**src/rtl/desc_pkg.sv**
```systemverilog
package desc_pkg;
  typedef struct packed {
    logic valid;
    logic sent;
    logic conf;
  } slot_flags_t;
endpackage

```
**src/rtl/ring_ptr.sv**
```systemverilog
module ring_ptr #(
  parameter int DEPTH = 32,
  localparam int W = $clog2(DEPTH)
) (
  input  logic         clk_i,
  input  logic         rst_ni,
  input  logic         adv_i,
  output logic [W-1:0] ptr_o
);
  logic [W-1:0] ptr_q;

  always_ff @(posedge clk_i or negedge rst_ni) begin
    if (!rst_ni)                       ptr_q <= '0;
    else if (adv_i) begin
      if (ptr_q == W'(DEPTH - 1))      ptr_q <= '0;
      else                             ptr_q <= ptr_q + 1'b1;
    end
  end

  assign ptr_o = ptr_q;
endmodule

```
**src/rtl/run_ctl.sv**
```systemverilog
module run_ctl (
  input  logic clk_i,
  input  logic rst_ni,
  input  logic start_i,
  input  logic stop_i,
  output logic run_o
);
  logic run_q;

  always_ff @(posedge clk_i or negedge rst_ni) begin
    if (!rst_ni)      run_q <= 1'b0;
    else if (stop_i)  run_q <= 1'b0;
    else if (start_i) run_q <= 1'b1;
  end

  assign run_o = run_q;

  AST_STOP_WINS: assert property (@(posedge clk_i) disable iff (!rst_ni)
    stop_i |=> !run_o);
endmodule

```
**src/rtl/desc_slot.sv**
```systemverilog
module desc_slot
  import desc_pkg::*;
#(
  parameter int SET_W = 8
) (
  input  logic             clk_i,
  input  logic             rst_ni,
  input  logic             fill_i,
  input  logic             gnt_i,
  input  logic             ack_i,
  input  logic [SET_W-1:0] ack_set_i,
  input  logic             clr_i,
  output slot_flags_t      flags_o,
  output logic [SET_W-1:0] set_o
);
  slot_flags_t      flags_q;
  logic [SET_W-1:0] set_q;
  logic             ack_hit;

  assign ack_hit = ack_i && flags_q.valid && (ack_set_i == set_q);

  always_ff @(posedge clk_i or negedge rst_ni) begin
    if (!rst_ni) begin
      flags_q <= '0;
      set_q   <= '0;
    end else if (clr_i) begin
      flags_q <= '0;
      set_q   <= set_q + 1'b1;
    end else begin
      if (fill_i) flags_q <= '{valid: 1'b1, sent: 1'b0, conf: 1'b0};
      if (gnt_i)   flags_q.sent <= 1'b1;
      if (ack_hit) flags_q.conf <= 1'b1;
    end
  end

  assign flags_o = flags_q;
  assign set_o   = set_q;

  AST_CONF_NEEDS_VALID: assert property (@(posedge clk_i) disable iff (!rst_ni)
    flags_q.conf |-> flags_q.valid);
  AST_FILL_ONLY_FREE: assert property (@(posedge clk_i) disable iff (!rst_ni)
    fill_i |-> !flags_q.valid);
  AST_SET_STEP: assert property (@(posedge clk_i) disable iff (!rst_ni)
    clr_i |=> (set_q == SET_W'($past(set_q) + 1'b1)) && !flags_q.valid);
  AST_STALE_ACK: assert property (@(posedge clk_i) disable iff (!rst_ni)
    (ack_i && ack_set_i != set_q && !flags_q.conf) |=> !flags_q.conf);
endmodule

```
**src/rtl/retx_desc_mgr.sv**
```systemverilog
module retx_desc_mgr
  import desc_pkg::*;
#(
  parameter int NUM_SLOTS = 32,
  parameter int SET_W     = 8,
  localparam int IDX_W    = $clog2(NUM_SLOTS)
) (
  input  logic             clk_i,
  input  logic             rst_ni,
  input  logic             fill_i,
  output logic             fill_ready_o,
  output logic [IDX_W-1:0] fill_idx_o,
  output logic [SET_W-1:0] fill_set_o,
  input  logic             start_i,
  input  logic             stop_i,
  output logic             tx_req_o,
  input  logic             tx_gnt_i,
  output logic [IDX_W-1:0] tx_idx_o,
  output logic [SET_W-1:0] tx_set_o,
  output logic             tx_retx_o,
  input  logic             ack_i,
  input  logic [IDX_W-1:0] ack_idx_i,
  input  logic [SET_W-1:0] ack_set_i,
  output logic             retx_evt_o
);
  slot_flags_t      flags_w [NUM_SLOTS];
  logic [SET_W-1:0] set_w   [NUM_SLOTS];

  logic [IDX_W-1:0] head, scan, tail;
  logic             run;
  logic             fill_fire, gnt_fire, tail_clr, scan_ok, scan_adv;
  logic             retx_evt_q;

  run_ctl u_run (
    .clk_i, .rst_ni, .start_i, .stop_i, .run_o(run)
  );

  ring_ptr #(.DEPTH(NUM_SLOTS)) u_head (
    .clk_i, .rst_ni, .adv_i(fill_fire), .ptr_o(head)
  );
  ring_ptr #(.DEPTH(NUM_SLOTS)) u_scan (
    .clk_i, .rst_ni, .adv_i(scan_adv), .ptr_o(scan)
  );
  ring_ptr #(.DEPTH(NUM_SLOTS)) u_tail (
    .clk_i, .rst_ni, .adv_i(tail_clr), .ptr_o(tail)
  );

  assign fill_ready_o = !flags_w[head].valid;
  assign fill_fire    = fill_i && fill_ready_o;
  assign scan_ok      = flags_w[scan].valid && !flags_w[scan].conf;
  assign tx_req_o     = run && scan_ok;
  assign gnt_fire     = tx_req_o && tx_gnt_i;
  // scan freezes while stopped; otherwise it skips ineligible slots
  assign scan_adv     = run && (!scan_ok || tx_gnt_i);
  assign tail_clr     = flags_w[tail].valid && flags_w[tail].conf;

  for (genvar gi = 0; gi < NUM_SLOTS; gi++) begin : g_slot
    localparam logic [IDX_W-1:0] SLOT = IDX_W'(gi);
    desc_slot #(.SET_W(SET_W)) u_slot (
      .clk_i,
      .rst_ni,
      .fill_i   (fill_fire && head == SLOT),
      .gnt_i    (gnt_fire && scan == SLOT),
      .ack_i    (ack_i && ack_idx_i == SLOT),
      .ack_set_i(ack_set_i),
      .clr_i    (tail_clr && tail == SLOT),
      .flags_o  (flags_w[gi]),
      .set_o    (set_w[gi])
    );
  end

  always_ff @(posedge clk_i or negedge rst_ni) begin
    if (!rst_ni) retx_evt_q <= 1'b0;
    else         retx_evt_q <= gnt_fire && flags_w[scan].sent;
  end

  assign fill_idx_o = head;
  assign fill_set_o = set_w[head];
  assign tx_idx_o   = scan;
  assign tx_set_o   = set_w[scan];
  assign tx_retx_o  = flags_w[scan].sent;
  assign retx_evt_o = retx_evt_q;

  AST_STOP_HALTS: assert property (@(posedge clk_i) disable iff (!rst_ni)
    stop_i |=> !tx_req_o);
  AST_RETX_PULSE: assert property (@(posedge clk_i) disable iff (!rst_ni)
    retx_evt_o |-> $past(tx_gnt_i && tx_retx_o));
  AST_SCAN_HOLD: assert property (@(posedge clk_i) disable iff (!rst_ni)
    (tx_req_o && !tx_gnt_i && !stop_i) |=> $stable(tx_idx_o));
  AST_GNT_MARKS_SENT: assert property (@(posedge clk_i) disable iff (!rst_ni)
    (tx_req_o && tx_gnt_i) |=> flags_w[$past(tx_idx_o)].sent);
endmodule

```
**config.mk**
```make
export PLATFORM = sky130hd
export DESIGN_NAME = retx_desc_mgr
export DESIGN_NICKNAME = d
export VERILOG_FILES = /design/src/rtl/desc_pkg.sv /design/src/rtl/ring_ptr.sv /design/src/rtl/run_ctl.sv /design/src/rtl/desc_slot.sv /design/src/rtl/retx_desc_mgr.sv
export SDC_FILE = /design/constraint.sdc
export NUM_CORES = 1
export LEC_CHECK = 0
export BUFFER_PORTS_ARGS = -buffer_cell sky130_fd_sc_hd__buf_2
export CORE_MARGIN = 4
export CORE_UTILIZATION = 40
export DETAILED_ROUTE_END_ITERATION = 6
export HOLD_SLACK_MARGIN = 0.03
export PLACE_DENSITY_LB_ADDON = 0.25
export SETUP_SLACK_MARGIN = 0.4
export SLEW_MARGIN = 25
export SYNTH_ARGS = -nofsm -noshare
export SYNTH_HDL_FRONTEND = slang
export SYNTH_HIERARCHICAL = 1
export SYNTH_SLANG_ARGS = --single-unit
export TNS_END_PERCENT = 20
```
**constraint.sdc**
```tcl
create_clock -name clk_i -period 5.3 [get_ports clk_i]
set_clock_uncertainty 0.2 [all_clocks]
set_input_delay 1.06 -clock clk_i [delete_from_list [all_inputs] [get_ports clk_i]]
set_output_delay 1.06 -clock clk_i [all_outputs]
set_load 0.01 [all_outputs]
```
==> metrics.md <==
| Metric | Value |
|---|---|
| Initial antenna violation count | `8` |
| Dominant cells by area after synthesis | `dfrtp_1, mux4_2, xnor2_1, xor2_1, nor2_1` |
| CTS tree | `done` |
| Kind of critical path | `reg -> out` |
| Area leader, netlist | `dfrtp_1` |
| Gpl congestion | `0.9659` |
| Syn Nets | `2,234` |
| Leak Pwr | `11.89 nW` |
| Slew @ Worst Pin | `1037 ps` |
| Yosys cell types | `46` |
| CP peak stage delay | `820 ps` |
| Fmax | `214.0 MHz` |
| CTS clk-pin slew, worst paths | `60 ps` |
| Post-synthesis register bit count | `369` |
| DRT Wirelength | `84,350 um` |
| Skew-Pair Late Insertion Delay | `590 ps` |
| Core area | `0.06171 mm^2` |
| Final critical-path share of the clock period | `88.16%` |
| Routed vias/inst | `5.973` |
| First-pass DRT Iterations | `5` |
| # IOs | `50` |
| Slowest stage cell, crit path | `dfrtp_4` |
| Share of cells above drive strength 1 | `23.40%` |
| Final HPWL DP | `62,410 um` |
| Initial Util | `40.37%` |
| Nets@finish | `2,268` |
| CP required | `4040 ps` |
| Synth Instances | `2,176` |
| Worst Path Arrival | `3410 ps` |
| Setup TNS | `0 ps` |
| Most frequent cells in the layout | `dfrtp_1, xnor2_1, nor2_1` |
| CTS root buf | `clkbuf_16` |
| Critical path, cell by cell | `buf_12, mux4_2, mux4_2, mux2_2, buf_2` |
| PnR Total Power | `9.503 mW` |
| Routed Antenna Nets | `0` |
| First-pass GRT wire length | `124,800 um` |
| Cell class contributing the biggest share of worst-path delay | `multiplexers` |
| Primary FF master, synth | `dfrtp_1` |
| HP Class | `in -> async` |
| Die area | `0.06634 mm^2` |
| Vias | `18,456` |
| Row count | `91` |
| Post-Syn Area | `0.02491 mm^2` |
| Final Setup Violations | `0` |
| Slew Limit Headroom | `30.59%` |
| Crit-path most repeated cell | `mux4_2` |
| Kind of capture point of the worst setup path | `primary output` |
| Area Growth Syn to Fin | `11.36%` |
| Routed WL per cell | `27.30 um` |
| Largest net degree at the start of global routing | `110` |
| Seq/Total Area, Yosys | `37.06%` |
| Crit path max fanout | `47` |
| Yosys top cell area share | `37.06%` |
| TritonCTS Sinks | `369` |
| Avg Synthesized Cell Area | `11.45 um^2` |
| Max_cap viols | `0` |
| GRT overflow | `0` |
| Total CTS buffers | `46` |
| Yosys warning total | `6` |
| Final worst path period need | `4672 ps` |
| Total GRT Usage | `25.16%` |
| Commonest non-fill, non-tap cell in the layout | `dfrtp_1` |
| Final hold vios | `0` |
| RSZ-0062 raised after global routing | `no` |
| Post-synth ARST share | `100.0%` |
| Status | `complete, no violations` |
| Vias in the first global route | `18,537` |
| Post-synth EDFFs | `0` |
| DRC | `0` |
| Max Slew Vio Count | `0` |
| Die Y | `257.6 um` |
| Initial DRC count | `2,008` |
| CP startpoint kind | `flop` |
| IO buf count | `49` |
| Buffer and inverter count on the worst path | `2` |
| CTS Buffer Depth | `3` |
| Htree depth | `2` |
| Fin util | `44.96%` |
| PD cells | `342.6 mW/mm^2` |
| Worst vdd ir | `0.2168 mV` |
| Die span in x | `257.6 um` |
| Hold-fix buffers, CTS | `0` |
[per-layer routing]
layer | track usage, % | up-vias | part of all wire (%)
li1 | - | 7856 | -
met4 | 12.24 | 4 | 5.7
met1 | 32.70 | 9402 | 39
met3 | 4.845 | 252 | 8.4
met5 | 0 | - | 0.030
met2 | 40.64 | 942 | 47
[registers in the layout, summed over array words and instances, names as in the netlist]
signal and flops:
u_tail/ptr_o 5, g_slot.u_slot/set_o 256, retx_evt_o 1, u_run/run_o 1, u_scan/ptr_o 5, g_slot.u_slot/flags_o 96
u_head/ptr_o 5
[cell usage after synthesis, types with 15 or more instances]
cell	count
inv_1	35
nor2_4	32
xor2_1	192
o21ai_0	21
buf_4	32
nor2_1	264
nand3_2	32
a22o_1	36
clkbuf_1	30
buf_2	15
mux2_2	47
mux2i_1	19
buf_1	23
ha_1	38
xnor2_1	288
a21oi_1	32
nand2_1	149
nor3_1	96
nand4_4	32
nand3_1	66
dfrtp_1	369
mux4_2	197
nand4_1	68
[per-stage QoR]
stage	instances	setup WS (ps)	area (um^2)	hold WS (ps)
6_report	3090	627.5	27740	284.3
5_1_grt	3087	483.3	27740	328.9
4_1_cts	3083	383.7	27680	313.5
3_5_place_dp	2996	884.9	26050	305.8
3_3_place_gp	2996	923.8	26050	294.6
2_1_floorplan	2176	1341	24910	281.0
[report_power, final]
group | internal, mW | total, mW | switching, mW
Sequential | 3.00 | 3.56 | 0.565
Clock | 2.01 | 3.31 | 1.30
Combinational | 1.16 | 2.63 | 1.47
Total | 6.17 | 9.50 | 3.33
[final cells by class]
type                            count  area [um^2]
Multi-Input combinational cell   1670        15030
Clock inverter                     17        176.4
Antenna cell                        5        12.51
Timing Repair Buffer               87        663.1
Tap cell                          837         1047
Inverter                           36        135.1
Sequential cell                   369         9250
Fill cell                        5765        33970
Clock buffer                       69         1431
[worst paths after layout]
check	startpoint	to	slack (ps)	depth (start not counted)
hold / removal	rst_ni	g_slot[17].u_slot/set_o[4]$_DFFE_PN0P_	280	1
max in group asynchronous	rst_ni	g_slot[30].u_slot/set_o[5]$_DFFE_PN0P_	3500	2
hold reg to reg	g_slot[20].u_slot/flags_o[1]$_DFFE_PN0P_	g_slot[20].u_slot/flags_o[1]$_DFFE_PN0P_	320	2
setup / recovery	u_scan/ptr_o[0]$_DFFE_PN0P_	tx_retx_o	630	5
min in group clk_i	g_slot[20].u_slot/flags_o[1]$_DFFE_PN0P_	g_slot[20].u_slot/flags_o[1]$_DFFE_PN0P_	320	2
setup reg to reg	u_head/ptr_o[1]$_DFFE_PN0P_	g_slot[15].u_slot/flags_o[1]$_DFFE_PN0P_	1110	8
[timing repair]
action,in CTS,in global routing
buffers inserted,1,1
endpoints found under the hold margin,0,0
endpoints found under the setup margin,8,1
gates resized for setup,0,0
[logic make-up (layout without fill, tap and decap cells)]
logic type	after synthesis	in the layout	synth area share, %
AO/OA/AOI/OAI	99	99	2.637
XOR/XNOR	480	480	16.87
adder cells (fa/ha/maj)	38	38	1.908
buffers and inverters	137	209	2.652
flip-flops	369	369	37.06
multiplexers	264	264	20.79
other	0	5	0
AND/OR/NAND/NOR	789	789	18.08
(Power assumes the default switching activity.)
